--- config.mk ---
export PLATFORM = sky130hd
export DESIGN_NAME = ctl_seq
export DESIGN_NICKNAME = d
export VERILOG_FILES = /design/src/rtl/ctl_seq_pkg.sv /design/src/rtl/ctl_seq_rst_sync.sv /design/src/rtl/ctl_seq_decode.sv /design/src/rtl/ctl_seq_fsm.sv /design/src/rtl/ctl_seq_ctrl.sv /design/src/rtl/ctl_seq.sv
export SDC_FILE = /design/constraint.sdc
export NUM_CORES = 1
export LEC_CHECK = 0
export CORE_MARGIN = 8
export CORE_UTILIZATION = 30
export CTS_CLUSTER_DIAMETER = 100
export CTS_CLUSTER_SIZE = 30
export DETAILED_ROUTE_END_ITERATION = 8
export PLACE_DENSITY = 0.58
export SLEW_MARGIN = 40
export SYNTH_ARGS = -nofsm -noshare
export SYNTH_HDL_FRONTEND = slang
export SYNTH_SLANG_ARGS = --single-unit
export TNS_END_PERCENT = 20
--- constraint.sdc ---
create_clock -name clk -period 4.42 [get_ports clk]
set_clock_uncertainty 0.05 [all_clocks]
set_input_delay 1.326 -clock clk [delete_from_list [all_inputs] [get_ports clk]]
set_output_delay 1.326 -clock clk [all_outputs]
set_load 0.02 [all_outputs]
--- src/rtl/ctl_seq_pkg.sv ---
`timescale 1ns/1ps
package ctl_seq_pkg;

  localparam int OPC_W = 6;
  localparam int ALU_W = 3;
  localparam int PCS_W = 2;
  localparam int DST_W = 2;

  typedef logic [OPC_W-1:0] opc_t;

  localparam opc_t OP_ADD   = 6'b000000;
  localparam opc_t OP_SUB   = 6'b000001;
  localparam opc_t OP_ADDIU = 6'b000010;
  localparam opc_t OP_AND   = 6'b010000;
  localparam opc_t OP_ANDI  = 6'b010001;
  localparam opc_t OP_ORI   = 6'b010010;
  localparam opc_t OP_XORI  = 6'b010011;
  localparam opc_t OP_SLL   = 6'b011000;
  localparam opc_t OP_SLTI  = 6'b011100;
  localparam opc_t OP_SLT   = 6'b011101;
  localparam opc_t OP_SW    = 6'b100110;
  localparam opc_t OP_LW    = 6'b100111;
  localparam opc_t OP_BEQ   = 6'b110000;
  localparam opc_t OP_BNE   = 6'b110001;
  localparam opc_t OP_BLTZ  = 6'b110010;
  localparam opc_t OP_J     = 6'b111000;
  localparam opc_t OP_JR    = 6'b111001;
  localparam opc_t OP_JAL   = 6'b111010;

  typedef enum logic [2:0] {
    ST_FETCH, ST_DECODE, ST_EX_ARITH, ST_EX_BRANCH,
    ST_EX_MEM, ST_MEM, ST_WB_ARITH, ST_WB_LOAD
  } seq_state_e;

  typedef enum logic [2:0] {
    CL_JUMP, CL_BRANCH, CL_STORE, CL_LOAD, CL_ARITH, CL_UNKNOWN
  } op_class_e;

  typedef enum logic [1:0] { BR_EQ, BR_NE, BR_LTZ, BR_NONE } br_kind_e;

  localparam logic [PCS_W-1:0] PCS_SEQ = 2'b00;
  localparam logic [PCS_W-1:0] PCS_REL = 2'b01;
  localparam logic [PCS_W-1:0] PCS_ABS = 2'b10;
  localparam logic [PCS_W-1:0] PCS_REG = 2'b11;

  localparam logic [DST_W-1:0] DST_LINK = 2'b00;
  localparam logic [DST_W-1:0] DST_RT   = 2'b01;
  localparam logic [DST_W-1:0] DST_RD   = 2'b10;

  localparam logic [ALU_W-1:0] ALU_ADD = 3'b000;
  localparam logic [ALU_W-1:0] ALU_SUB = 3'b001;
  localparam logic [ALU_W-1:0] ALU_SLL = 3'b010;
  localparam logic [ALU_W-1:0] ALU_OR  = 3'b011;
  localparam logic [ALU_W-1:0] ALU_AND = 3'b100;
  localparam logic [ALU_W-1:0] ALU_SLT = 3'b110;
  localparam logic [ALU_W-1:0] ALU_XOR = 3'b111;

  typedef struct packed {
    op_class_e        cls;
    logic             jmp_reg;
    logic             jmp_abs;
    logic             link;
    logic             dst_rt;
    logic             zero_ext;
    br_kind_e         br;
    logic [ALU_W-1:0] alu;
  } op_info_t;

endpackage

--- src/rtl/ctl_seq_rst_sync.sv ---
`timescale 1ns/1ps
module ctl_seq_rst_sync #(
  parameter int STAGES = 2
) (
  input  logic clk,
  input  logic rst_n,
  output logic rst_sync_n
);

  localparam int N = (STAGES < 1) ? 1 : STAGES;

  logic [N-1:0] chain_q;

  generate
    if (N == 1) begin : g_single
      always_ff @(posedge clk or negedge rst_n) begin
        if (!rst_n) chain_q <= 1'b0;
        else        chain_q <= 1'b1;
      end
    end else begin : g_chain
      always_ff @(posedge clk or negedge rst_n) begin
        if (!rst_n) chain_q <= '0;
        else        chain_q <= {chain_q[N-2:0], 1'b1};
      end
    end
  endgenerate

  assign rst_sync_n = chain_q[N-1];

endmodule

--- src/rtl/ctl_seq_decode.sv ---
`timescale 1ns/1ps
module ctl_seq_decode
  import ctl_seq_pkg::*;
(
  input  opc_t     opcode,
  output op_info_t info
);

  always_comb begin
    info          = '0;
    info.cls      = CL_UNKNOWN;
    info.br       = BR_NONE;
    info.alu      = ALU_ADD;
    case (opcode)
      OP_ADD:   begin info.cls = CL_ARITH; info.alu = ALU_ADD; end
      OP_SUB:   begin info.cls = CL_ARITH; info.alu = ALU_SUB; end
      OP_AND:   begin info.cls = CL_ARITH; info.alu = ALU_AND; end
      OP_SLL:   begin info.cls = CL_ARITH; info.alu = ALU_SLL; end
      OP_SLT:   begin info.cls = CL_ARITH; info.alu = ALU_SLT; end
      OP_ADDIU: begin info.cls = CL_ARITH; info.alu = ALU_ADD; info.dst_rt = 1'b1; end
      OP_SLTI:  begin info.cls = CL_ARITH; info.alu = ALU_SLT; info.dst_rt = 1'b1; end
      OP_ANDI: begin
        info.cls = CL_ARITH; info.alu = ALU_AND;
        info.dst_rt = 1'b1; info.zero_ext = 1'b1;
      end
      OP_ORI: begin
        info.cls = CL_ARITH; info.alu = ALU_OR;
        info.dst_rt = 1'b1; info.zero_ext = 1'b1;
      end
      OP_XORI: begin
        info.cls = CL_ARITH; info.alu = ALU_XOR;
        info.dst_rt = 1'b1; info.zero_ext = 1'b1;
      end
      OP_SW:   begin info.cls = CL_STORE; info.alu = ALU_ADD; end
      OP_LW:   begin info.cls = CL_LOAD;  info.alu = ALU_ADD; info.dst_rt = 1'b1; end
      OP_BEQ:  begin info.cls = CL_BRANCH; info.alu = ALU_SUB; info.br = BR_EQ;  end
      OP_BNE:  begin info.cls = CL_BRANCH; info.alu = ALU_SUB; info.br = BR_NE;  end
      OP_BLTZ: begin info.cls = CL_BRANCH; info.alu = ALU_SUB; info.br = BR_LTZ; end
      OP_J:    begin info.cls = CL_JUMP; info.jmp_abs = 1'b1; end
      OP_JAL:  begin info.cls = CL_JUMP; info.jmp_abs = 1'b1; info.link = 1'b1; end
      OP_JR:   begin info.cls = CL_JUMP; info.jmp_reg = 1'b1; end
      default: begin info.cls = CL_UNKNOWN; end
    endcase
  end

endmodule

--- src/rtl/ctl_seq_fsm.sv ---
`timescale 1ns/1ps
module ctl_seq_fsm
  import ctl_seq_pkg::*;
(
  input  logic       clk,
  input  logic       rst_n,
  input  op_class_e  cls,
  output seq_state_e state_q,
  output logic       last
);

  seq_state_e state_d;

  always_comb begin
    state_d = state_q;
    case (state_q)
      ST_FETCH:  state_d = ST_DECODE;
      ST_DECODE: begin
        case (cls)
          CL_JUMP:            state_d = ST_FETCH;
          CL_BRANCH:          state_d = ST_EX_BRANCH;
          CL_STORE, CL_LOAD:  state_d = ST_EX_MEM;
          default:            state_d = ST_EX_ARITH;
        endcase
      end
      ST_EX_ARITH:  state_d = ST_WB_ARITH;
      ST_EX_BRANCH: state_d = ST_FETCH;
      ST_EX_MEM:    state_d = ST_MEM;
      ST_MEM:       state_d = (cls == CL_LOAD) ? ST_WB_LOAD : ST_FETCH;
      ST_WB_ARITH:  state_d = ST_FETCH;
      ST_WB_LOAD:   state_d = ST_FETCH;
      default:      state_d = ST_FETCH;
    endcase
  end

  // An instruction ends in any state that hands control back to fetch.
  assign last = (state_q != ST_FETCH) && (state_d == ST_FETCH);

  always_ff @(posedge clk or negedge rst_n) begin
    if (!rst_n) state_q <= ST_FETCH;
    else        state_q <= state_d;
  end

endmodule

--- src/rtl/ctl_seq_ctrl.sv ---
`timescale 1ns/1ps
module ctl_seq_ctrl
  import ctl_seq_pkg::*;
(
  input  logic             clk,
  input  logic             rst_n,
  input  seq_state_e       state,
  input  op_info_t         info,
  input  logic             last,
  input  logic             alu_zero,
  input  logic             alu_sign,
  output logic [PCS_W-1:0] pc_src,
  output logic             pc_we,
  output logic [DST_W-1:0] reg_dst,
  output logic             ext_sign,
  output logic             rf_we,
  output logic             mem_we,
  output logic [ALU_W-1:0] alu_op
);

  logic early;
  logic in_exe;
  logic in_wb;
  logic taken;
  logic pc_we_q;

  assign early  = (state == ST_FETCH) || (state == ST_DECODE);
  assign in_exe = (state == ST_EX_ARITH) || (state == ST_EX_BRANCH) || (state == ST_EX_MEM);
  assign in_wb  = (state == ST_WB_ARITH) || (state == ST_WB_LOAD);

  always_comb begin
    case (info.br)
      BR_EQ:   taken = alu_zero;
      BR_NE:   taken = !alu_zero;
      BR_LTZ:  taken = alu_sign;
      default: taken = 1'b0;
    endcase
  end

  always_comb begin
    if (early && info.jmp_reg)      pc_src = PCS_REG;
    else if (early && info.jmp_abs) pc_src = PCS_ABS;
    else if (in_exe && taken)       pc_src = PCS_REL;
    else                            pc_src = PCS_SEQ;
  end

  always_comb begin
    if ((state == ST_DECODE) && info.link) reg_dst = DST_LINK;
    else if (in_wb && info.dst_rt)         reg_dst = DST_RT;
    else                                   reg_dst = DST_RD;
  end

  assign ext_sign = !(in_exe && info.zero_ext);
  assign rf_we    = ((state == ST_WB_ARITH) && (info.cls != CL_UNKNOWN))
                 || (state == ST_WB_LOAD)
                 || ((state == ST_DECODE) && info.link);
  assign mem_we   = (state == ST_MEM) && (info.cls == CL_STORE);
  assign alu_op   = info.alu;

  // PC strobe registered mid-cycle so the PC loads on the edge that starts fetch.
  always_ff @(negedge clk or negedge rst_n) begin
    if (!rst_n) pc_we_q <= 1'b0;
    else        pc_we_q <= last;
  end

  assign pc_we = pc_we_q;

endmodule

--- src/rtl/ctl_seq.sv ---
`timescale 1ns/1ps
module ctl_seq
  import ctl_seq_pkg::*;
#(
  parameter int RST_SYNC_STAGES = 2
) (
  input  logic             clk,
  input  logic             rst_n,
  input  logic [OPC_W-1:0] opcode,
  input  logic             alu_zero,
  input  logic             alu_sign,
  output logic [PCS_W-1:0] pc_src,
  output logic             pc_we,
  output logic [DST_W-1:0] reg_dst,
  output logic             ext_sign,
  output logic             rf_we,
  output logic             mem_we,
  output logic [ALU_W-1:0] alu_op
);

  logic       rst_sync_n;
  op_info_t   info;
  seq_state_e state_q;
  logic       last;

  ctl_seq_rst_sync #(.STAGES(RST_SYNC_STAGES)) u_rst (
    .clk        (clk),
    .rst_n      (rst_n),
    .rst_sync_n (rst_sync_n)
  );

  ctl_seq_decode u_dec (
    .opcode (opcode),
    .info   (info)
  );

  ctl_seq_fsm u_fsm (
    .clk     (clk),
    .rst_n   (rst_sync_n),
    .cls     (info.cls),
    .state_q (state_q),
    .last    (last)
  );

  ctl_seq_ctrl u_ctrl (
    .clk      (clk),
    .rst_n    (rst_sync_n),
    .state    (state_q),
    .info     (info),
    .last     (last),
    .alu_zero (alu_zero),
    .alu_sign (alu_sign),
    .pc_src   (pc_src),
    .pc_we    (pc_we),
    .reg_dst  (reg_dst),
    .ext_sign (ext_sign),
    .rf_we    (rf_we),
    .mem_we   (mem_we),
    .alu_op   (alu_op)
  );

endmodule

==> flow_summary_export.csv <==
group,metric,value,unit
routing,vias,878,
die,ios,21,
logic_synthesis,syn_area,707,um^2
place,dp_hpwl,1.85,mm
layout,num-nets-final,148,
global_routing,antenna_found_initial,0,
logic_synthesis,synth-edff-count,0,
power_and_ir_drop,peakVddDrop,0.272,mV
clocking,insertion_delay,250,ps
layout,regArea,150,um^2
routing,wl,2.32,mm
layout,num-fill-cells,246,
worst_setup_path,crit_fanout,1,
worst_setup_path,path_class,"reg -> out",
worst_setup_path,critPathLaunchType,"register",
layout,layout_common_cells,"25 x buf_4, 9 x nor2_1, 8 x dlygate4sd2_1, 7 x nand2_1, 7 x a21oi_1",
logic_synthesis,syn_avg_cell_area,7.29,um^2
hold_path,min_path_type,"reg -> async",
global_routing,grt_overflow,0,
clocking,root_buffer,"clkbuf_4",
clocking,path_clk_slew,50,ps
layout,fin_cells,165,
worst_setup_path,crit_path_end_kind,"primary output",
die,die-area,0.00417,mm^2
layout,final_common_cell,"buf_4",
die,num_rows,17,
layout,antenna_cells,0,
timing,rsz0062_at_grt,"no",
power_and_ir_drop,power,303,uW
clocking,ctsHoldBuffers,0,
worst_setup_path,critical_path_arrival,3010,ps
worst_setup_path,cp_slowest_stage_delay,380,ps
worst_setup_path,path_delay_family,"flip-flops",
place,portBuffers,20,
clocking,clockBufferDepth,2,
clocking,cts.sinks,6,
logic_synthesis,ys_types,41,
die,die_y,64.5,um
power_and_ir_drop,power_density,277,mW/mm^2
layout,multiInputGateArea,507,um^2
layout,postLayoutCellArea,0.00109,mm^2
logic_synthesis,syn_inst,97,
timing,setup_viol,0,
die,core_area,0.00221,mm^2
power_and_ir_drop,p_leak,0.000519,uW
timing,fin_ws,34.2,ps
routing,route.detailed.drc,0,
die,start_util,32.0,%
logic_synthesis,yosysWarnings,0,
global_routing,grt_pass1_wl,3.75,mm
worst_setup_path,worst_ep_required_time,3040,ps
clocking,cts_tree,"built",
global_routing,grt_util_all_layers,10.8,%
worst_setup_path,crit_buf_inv,1,
layout,drive_gt1_share,29.9,%
clocking,cts_buffers,3,
logic_synthesis,ys_seq_elements,6,
place,placed_cells,161,
routing,routed_via_density,5.32,
global_routing,grt_max_degree,16,
timing,hold_viol_final,0,
layout,area_delta_synth_final,54.9,%
die,die_w,64.5,um
global_routing,grt_pass1_vias,821,
routing,dr.first_iter.drc_count,32,
outcome,status,"complete, no violations",
place,detailed_place.area,0.00108,mm^2
timing,fin_hold_ws,5.88,ps
worst_setup_path,crit_slowest_cell,"dfrtn_1",
timing,drv_slew,0,
routing,wl_per_cell,14.0,um
clocking,htreeDepth,1,
routing,ant_nets,0,
logic_synthesis,ys.flop_type,"dfrtp_1",
place,gp_congestion,0.881,
logic_synthesis,seq_area_frac_synth,21.2,%
routing,drt_first_pass_iters,4,
run,cap_violations,0,
logic_synthesis,syn-num-nets,107,
place,place_ws,-443,ps
worst_setup_path,crit_chain,"clkbuf_2",
logic_synthesis,synthArstFlopShare,100,%
-- timing repair --
| item | CTS | global route |
|---|---|---|
| pin swaps | 1 | 3 |
| endpoints found under the setup margin | 12 | 9 |
| setup buffers | 0 | 0 |
| gates resized for setup | 26 | 10 |
-- final cells by class --
class	instances	share of cell area, %
clock buffers	4	2.40
inverters	1	0.343
multi-input cells	80	46.3
flip-flops and latches	6	13.7
well taps	28	3.20
repair buffers	46	34.1
-- worst register-to-register path: stages (launching register included) --
cell	delay, ps
dfrtp_1	530
a21oi_1	210
o21bai_1	80
o21a_1	100
-- power by group --
| part | switching (uW) | internal (uW) | leakage (uW) | total [uW] |
|---|---|---|---|---|
| combinational | 60.2 | 71.1 | 0.000430 | 131 |
| sequential | 44.5 | 72.5 | 0.0000737 | 117 |
| clock | 20.7 | 34.2 | 0.0000150 | 54.9 |
-- cell families after synthesis --
group                     share of synthesized area (%)
and+or+nand+nor                                    38.9
AOI/OAI and AO/OA                                  29.4
buffers and inverters                              8.67
DFF                                                21.2
xor gates and xnor gates                           1.24
other                                             0.530
-- cell usage after synthesis, types with 2 or more instances --
library cell | n | area share, %
nor2_1 | 10 | 5.3
a21oi_1 | 8 | 5.7
nand2_1 | 7 | 3.7
o21ai_0 | 6 | 4.2
dfrtp_1 | 5 | 18
buf_2 | 4 | 2.8
clkbuf_1 | 4 | 2.1
nand2b_1 | 4 | 3.5
nand3_1 | 4 | 2.8
nor2b_1 | 4 | 3.5
a21o_1 | 2 | 2.1
a22oi_1 | 2 | 2.1
a31oi_1 | 2 | 1.8
and2_1 | 2 | 1.8
buf_6 | 2 | 3.2
nand3b_1 | 2 | 2.1
nand4b_1 | 2 | 2.5
nor3_1 | 2 | 1.4
nor3b_1 | 2 | 2.1
o21a_1 | 2 | 2.1
-- layer usage --
metal	vias up	track usage [%]	wire length [um]
li1	437	-	-
met3	4	3.09	163
met5	-	0	0
met4	0	1.63	11
met2	39	17.6	1100
met1	398	14.0	1040
-- path summary, 6_finish.rpt --
check                                       from  cells past startpoint          endpoint  slack, ps
worst max-delay path                u_ctrl.pc_we                      1             pc_we         30
worst min-delay path            u_rst.chain_q[1]                      0  u_fsm.state_q[0]          6
worst max register to register  u_fsm.state_q[2]                      3      u_ctrl.pc_we       1090
worst min register to register  u_rst.chain_q[1]                      0  u_fsm.state_q[0]          6
max in group asynchronous       u_rst.chain_q[1]                      0      u_ctrl.pc_we       2030
min in group clk                u_rst.chain_q[0]                      0  u_rst.chain_q[1]        310
-- registers in the layout (all words and copies together) (netlist names) --
signal	count
u_ctrl.pc_we	1
u_rst.chain_q	2
u_fsm.state_q	3
-- per-stage QoR --
step / setup TNS (ps) / util [%]
floorplan: 0 / -
global placement: -3360 / 48.8
detailed placement: -3540 / 48.8
CTS: -287 / 49.8
global route: 0 / 49.5
finish: 0 / 49.5
(Power assumes the default switching activity.)
